--- src/rtl/shift_add_mul_pkg.sv ---
// Package: types shared by the shift-add multiplier controller and datapath.
// Assumes: the controller state is encoded in three bits.
package shift_add_mul_pkg;

    typedef enum logic [2:0] {
        ST_IDLE  = 3'd0,
        ST_INIT  = 3'd1,
        ST_TEST  = 3'd2,
        ST_ADD   = 3'd3,
        ST_SHIFT = 3'd4
    } mul_state_e;

    // Register controls that the controller drives, decoded from the state only
    typedef struct packed {
        logic ld_mq;   // clear carry/accumulator, load multiplicand and multiplier
        logic ld_ac;   // write adder sum and carry-out
        logic sh;      // shift {carry, accumulator, multiplier reg} right
    } mul_ctl_t;

endpackage

--- src/rtl/shift_add_mul_adder.sv ---
// Module: shift_add_mul_adder
// Unsigned adder WIDTH bits wide that returns the sum and the carry-out.
// Assumes: both operands are unsigned; purely combinational.
module shift_add_mul_adder #(
    parameter int WIDTH = 8
) (
    input  logic [WIDTH-1:0] op_a,
    input  logic [WIDTH-1:0] op_b,
    output logic [WIDTH-1:0] sum,
    output logic             carry_out
);
    localparam int SW = WIDTH + 1;

    logic [SW-1:0] wide_sum;

    // Purpose: add one bit wider than the operands to capture the carry
    always_comb begin
        wide_sum  = SW'(op_a) + SW'(op_b);
        sum       = wide_sum[WIDTH-1:0];
        carry_out = wide_sum[WIDTH];
    end
endmodule

--- src/rtl/shift_add_mul_ctrl.sv ---
// Module: shift_add_mul_ctrl
// Moore controller for the shift-add multiplier. It moves through idle,
// initialize, test, add and shift, and counts the completed shift steps.
// Assumes: q_lsb is bit 0 of the datapath's multiplier register; reset is
// synchronous and active low.
module shift_add_mul_ctrl
    import shift_add_mul_pkg::*;
#(
    parameter int WIDTH = 8,
    parameter int CW    = $clog2(WIDTH + 1)
) (
    input  logic            clk,
    input  logic            rst_n,
    input  logic            start,
    input  logic            q_lsb,
    output mul_state_e      state,
    output logic [CW-1:0]   iter_cnt,
    output mul_ctl_t        ctl
);
    localparam logic [CW-1:0] LAST_CNT = CW'(WIDTH);

    mul_state_e    state_q, state_d;
    logic [CW-1:0] cnt_q, cnt_d;

    // Purpose: next state and next count
    always_comb begin
        state_d = state_q;
        cnt_d   = cnt_q;
        unique case (state_q)
            ST_IDLE:  if (start) state_d = ST_INIT;
            ST_INIT: begin
                state_d = ST_TEST;
                cnt_d   = '0;
            end
            ST_TEST: begin
                if (cnt_q < LAST_CNT) state_d = q_lsb ? ST_ADD : ST_SHIFT;
                else                  state_d = ST_IDLE;
            end
            ST_ADD:   state_d = ST_SHIFT;
            ST_SHIFT: begin
                state_d = ST_TEST;
                cnt_d   = cnt_q + CW'(1);
            end
            default:  state_d = ST_IDLE;
        endcase
    end

    // Purpose: state and count registers with synchronous reset
    always_ff @(posedge clk) begin
        if (!rst_n) begin
            state_q <= ST_IDLE;
            cnt_q   <= '0;
        end else begin
            state_q <= state_d;
            cnt_q   <= cnt_d;
        end
    end

    // Purpose: Moore decode of the register controls from the state alone
    always_comb begin
        ctl       = '0;
        ctl.ld_mq = (state_q == ST_INIT);
        ctl.ld_ac = (state_q == ST_ADD);
        ctl.sh    = (state_q == ST_SHIFT);
    end

    assign state    = state_q;
    assign iter_cnt = cnt_q;
endmodule

--- src/rtl/shift_add_mul_dp.sv ---
// Module: shift_add_mul_dp
// Datapath: carry flip-flop, accumulator, multiplier register and
// multiplicand register around one adder.
// Assumes: at most one control in ctl is active per cycle.
module shift_add_mul_dp
    import shift_add_mul_pkg::*;
#(
    parameter int WIDTH = 8
) (
    input  logic               clk,
    input  logic               rst_n,
    input  mul_ctl_t           ctl,
    input  logic [WIDTH-1:0]   mcand_in,
    input  logic [WIDTH-1:0]   mplier_in,
    output logic               q_lsb,
    output logic [2*WIDTH-1:0] prod
);
    logic             c_q;
    logic [WIDTH-1:0] acc_q, mq_q, mcand_q;
    logic [WIDTH-1:0] add_sum;
    logic             add_cout;

    shift_add_mul_adder #(.WIDTH(WIDTH)) u_adder (
        .op_a      (acc_q),
        .op_b      (mcand_q),
        .sum       (add_sum),
        .carry_out (add_cout)
    );

    // Purpose: load, add or shift the datapath registers per the controls
    always_ff @(posedge clk) begin
        if (!rst_n) begin
            c_q     <= 1'b0;
            acc_q   <= '0;
            mq_q    <= '0;
            mcand_q <= '0;
        end else if (ctl.ld_mq) begin
            c_q     <= 1'b0;
            acc_q   <= '0;
            mq_q    <= mplier_in;
            mcand_q <= mcand_in;
        end else if (ctl.ld_ac) begin
            c_q     <= add_cout;
            acc_q   <= add_sum;
        end else if (ctl.sh) begin
            c_q     <= 1'b0;
            acc_q   <= {c_q, acc_q[WIDTH-1:1]};
            mq_q    <= {acc_q[0], mq_q[WIDTH-1:1]};
        end
    end

    assign q_lsb = mq_q[0];
    assign prod  = {acc_q, mq_q};
endmodule

--- src/rtl/shift_add_mul.sv ---
// Module: shift_add_mul (top)
// Unsigned shift-add multiplier: WIDTH x WIDTH operands, 2*WIDTH product.
// Assumes: start is a synchronous pulse; a start is accepted only while
// done is high.
module shift_add_mul
    import shift_add_mul_pkg::*;
#(
    parameter int WIDTH = 8
) (
    input  logic               clk,
    input  logic               rst_n,
    input  logic               start,
    input  logic [WIDTH-1:0]   multiplicand,
    input  logic [WIDTH-1:0]   multiplier,
    output logic [2*WIDTH-1:0] product,
    output logic               done
);
    localparam int CW = $clog2(WIDTH + 1);

    mul_state_e    fsm_state;
    logic [CW-1:0] iter_cnt;
    mul_ctl_t      ctl;
    logic          q_lsb;

    shift_add_mul_ctrl #(.WIDTH(WIDTH), .CW(CW)) u_ctrl (
        .clk      (clk),
        .rst_n    (rst_n),
        .start    (start),
        .q_lsb    (q_lsb),
        .state    (fsm_state),
        .iter_cnt (iter_cnt),
        .ctl      (ctl)
    );

    shift_add_mul_dp #(.WIDTH(WIDTH)) u_dp (
        .clk       (clk),
        .rst_n     (rst_n),
        .ctl       (ctl),
        .mcand_in  (multiplicand),
        .mplier_in (multiplier),
        .q_lsb     (q_lsb),
        .prod      (product)
    );

    // Purpose: done follows the idle state
    assign done = (fsm_state == ST_IDLE);
endmodule

--- config.mk ---
export PLATFORM = sky130hd
export DESIGN_NAME = shift_add_mul
export DESIGN_NICKNAME = d
export VERILOG_FILES = /design/src/rtl/shift_add_mul_pkg.sv /design/src/rtl/shift_add_mul_adder.sv /design/src/rtl/shift_add_mul_ctrl.sv /design/src/rtl/shift_add_mul_dp.sv /design/src/rtl/shift_add_mul.sv
export SDC_FILE = /design/constraint.sdc
export NUM_CORES = 1
export LEC_CHECK = 0
export BUFFER_PORTS_ARGS = -buffer_cell sky130_fd_sc_hd__clkbuf_2
export CAP_MARGIN = 5
export CORE_MARGIN = 4
export CORE_UTILIZATION = 40
export CTS_CLUSTER_DIAMETER = 30
export CTS_CLUSTER_SIZE = 14
export DETAILED_ROUTE_END_ITERATION = 8
export PLACE_DENSITY = 0.67
export SLEW_MARGIN = 10
export SYNTH_ARGS = -nofsm -noshare
export SYNTH_HDL_FRONTEND = slang
export SYNTH_SLANG_ARGS = --single-unit
--- constraint.sdc ---
create_clock -name clk -period 4.3 [get_ports clk]
set_input_delay 0.645 -clock clk [delete_from_list [all_inputs] [get_ports clk]]
set_output_delay 0.645 -clock clk [all_outputs]
set_load 0.03 [all_outputs]
==> run_results.csv <==
group,metric,value,unit
critical_path,end_kind,"flop",
critical_path,crit_start,"u_ctrl.state[2]",
logic_synthesis,ys_types,47,
clocking,cts_buffers,5,
logic_synthesis,syn_nets,227,
global_route,grt_pass1_wl,6.02,mm
clocking,cts_root_buffer,"clkbuf_8",
detailed_routing,dr.pass1.iters,4,
detailed_routing,routed-via-count,1453,
run_status,status,"completed",
timing,worstMarginPinSlew,1180,ps
layout,areaGrowthSynthToFinish,14.6,%
min_path,hold_path.class,"reg2reg",
logic_synthesis,ys_warn_count,0,
placed_design,dp_hpwl,2.63,mm
die,die_area,5700,µm²
timing,final.setup.tns,0,ps
die,core_area,4380,µm²
critical_path,critPathMaxStageDelay,1010,ps
clocking,postCtsHoldBufs,0,
global_route,grt_pass1_vias,1349,
die,rows,24,
timing,slew_viol_final,0,
logic_synthesis,synth.avg_cell_area,9.21,µm²
detailed_routing,avgRoutedWirePerCell,12.9,µm
critical_path,start_kind,"flop",
critical_path,crit_fanout,25,
pwr,vdd_drop_max,0.188,mV
detailed_routing,wl_met1,1.80,mm
critical_path,required,4470,ps
clocking,insertion_delay,280,ps
logic_synthesis,postSynthCellCount,198,
detailed_routing,postRouteAntennaNets,0,
critical_path,cp_data_arrival_time,2440,ps
timing,post-route-period-util,52.9,%
clocking,clockBufferDepth,2,
timing,finalSetupViolCount,0,
detailed_routing,drtIter0Drc,78,
timing,hold_ws,471,ps
timing,rsz0062_at_grt,"false",
clocking,cts_max_level,2,
clocking,post_cts_buffers,0,
global_route,grt_max_degree,29,
placed_design,finalWeightedCongestion,0.750,
global_route,grt_use_total,13.9,%
layout,drive_gt1_share,24.5,%
detailed_routing,wl_met2,1.61,mm
detailed_routing,top_layer,"met4",
layout,diodes,0,
critical_path,worstSetupPathType,"reg2reg",
die,fp.dieH,75.5,µm
clocking,clk_pin_slew,70,ps
critical_path,path_cells,"nor3b_4 -> mux2_2 -> o21ai_1 -> nor3b_2",
clocking,postCtsResizedCells,0,
logic_synthesis,synth-seq-cells,32,
pwr,power_per_cell_area,344,nW/µm²
timing,period_needed,2270,ps
detailed_routing,routed_wl,3.63,mm
placed_design,portBuffers,35,
global_route,grt.overflow.total,0,
clocking,clock-sinks,32,
layout,final_nets,257,
logic_synthesis,yosysSeqAreaShare,35.1,%
die,initial_utilization,41.6,%
timing,fmax,440,MHz
detailed_routing,vias_per_cell,5.17,
die,pin_count,36,
timing,slew_headroom,21.3,%
die,die_width,75.5,µm
logic_synthesis,synth_edf_count,0,
logic_synthesis,async_flop_share,0,%
global_route,antenna_found_initial,0,
logic_synthesis,netlist_area,1820,µm²
detailed_routing,wl_met3,170,µm
logic_synthesis,ys.flop_type,"dfxtp_1",
flow_run,max_cap_violations,0,
min_path,hold_start,"u_dp.mcand_q[5]",
timing,final_hold_viol_count,0,
critical_path,r2r_start,"u_ctrl.state[2]",
timing,fin_worst_skew,5.35,ps
clocking,cts_tree,"built",
critical_path,cp_slowest_cell,"nor3b_4",
detailed_routing,drc,0,
pwr,leakage,0.962,nW
flip-flops by register name, indices dropped and copies added, names as in the netlist:
signal / count
u_dp.acc_q: 8
u_dp.mcand_q: 8
u_dp.mq_q: 8
u_ctrl.iter_cnt: 4
u_ctrl.state: 3
u_dp.c_q: 1
where the power goes:
part | internal, mW | leakage [nW] | total, mW | switching (mW)
clock network | 0.172 | 0.0552 | 0.285 | 0.113
logic | 0.0430 | 0.646 | 0.106 | 0.0634
registers | 0.312 | 0.260 | 0.327 | 0.0153
path summary, 6_finish.rpt:
| path | depth (start not counted) | to | slack, ps |
|---|---|---|---|
| max | 4 | u_dp.acc_q[5] | 2030 |
| min | 2 | u_dp.mcand_q[5] | 470 |
| max reg2reg | 4 | u_dp.acc_q[5] | 2030 |
| min reg2reg | 2 | u_dp.mcand_q[5] | 470 |
synthesized netlist by cell type (2+ instances only):
master,instances,area share (%)
a211oi_2,2,1.4
a211oi_1,6,2.5
o21ai_0,5,1.4
ha_1,9,6.2
nand3_1,3,0.82
a22oi_1,2,0.82
xnor2_1,2,0.96
nor3b_2,2,1.4
dfxtp_1,32,35
o211ai_1,2,0.82
a21boi_0,9,3.7
o211a_1,9,4.9
or2_2,2,0.69
and2b_1,3,1.2
o21a_1,5,2.1
mux2i_1,12,6.6
buf_2,6,1.6
and2_1,2,0.69
inv_1,4,0.82
nor2b_1,5,1.7
buf_6,2,1.2
mux2_2,2,1.2
nor2_1,9,1.9
a21oi_1,7,1.9
nand2_1,31,6.4
clkbuf_1,2,0.41
nor4_1,3,1.0
metal layers:
layer  track usage, %  up-vias
met4             4.66        0
met3             4.75        6
li1                 -      773
met5                0        -
met1             18.0      646
met2             21.6       28
cells in the final DEF (no fill, tap or decap), drive strengths merged, types with 2 or more instances in the layout:
| master | n |
|---|---|
| mux2 | 2 |
| a21boi | 9 |
| and3 | 2 |
| a22oi | 2 |
| and2 | 3 |
| inv | 4 |
| nand3 | 3 |
| and2b | 3 |
| ha | 9 |
| o211ai | 2 |
| or2 | 2 |
| o21ai | 7 |
| nor4 | 3 |
| xnor2 | 2 |
| nor2b | 5 |
| nor2 | 9 |
| a211oi | 8 |
| nand2 | 32 |
| mux2i | 12 |
| a21oi | 7 |
| o21a | 5 |
| o211a | 9 |
| nor3b | 4 |
| clkbuf | 41 |
| dfxtp | 32 |
worst max-delay path: cells and delay by family, from the launching register on:
kind	cells	cell delay, ps
simple gates	2	1070
flops	1	510
mux	1	420
compound gates	1	140
cell families after synthesis:
logic type,after synthesis,synth area share (%)
AO/OA/AOI/OAI,52,21.9
XOR/XNOR,2,0.961
adder cells (fa/ha/maj),10,7.28
buffers and inverters,16,5.35
flip-flops,32,35.1
multiplexers,14,7.82
AND/OR/NAND/NOR,72,21.6
through the flow:
step | utilization [%] | area (µm²) | power, mW | instances | worst slack, ps
global route | 47.6 | 2090 | 0.754 | 281 | 1910
detailed placement | 45.2 | 1980 | 0.442 | 273 | 2020
global placement | 45.2 | 1980 | 0.440 | 273 | 2110
finish | 47.6 | 2090 | 0.718 | 281 | 2030
CTS | 47.6 | 2090 | 0.729 | 281 | 2030
floorplan | - | 1820 | 0.415 | 198 | 2460
final cells by class:
cell class,instances,area (µm²)
inverter,4,15.0
clock inverter,2,35.0
clock buffer,6,72.6
multi-input combinational,150,1080
tap,52,65.1
fill,445,2300
sequential,32,641
timing repair buffer,35,175
Power figures use the tool's default switching activity.
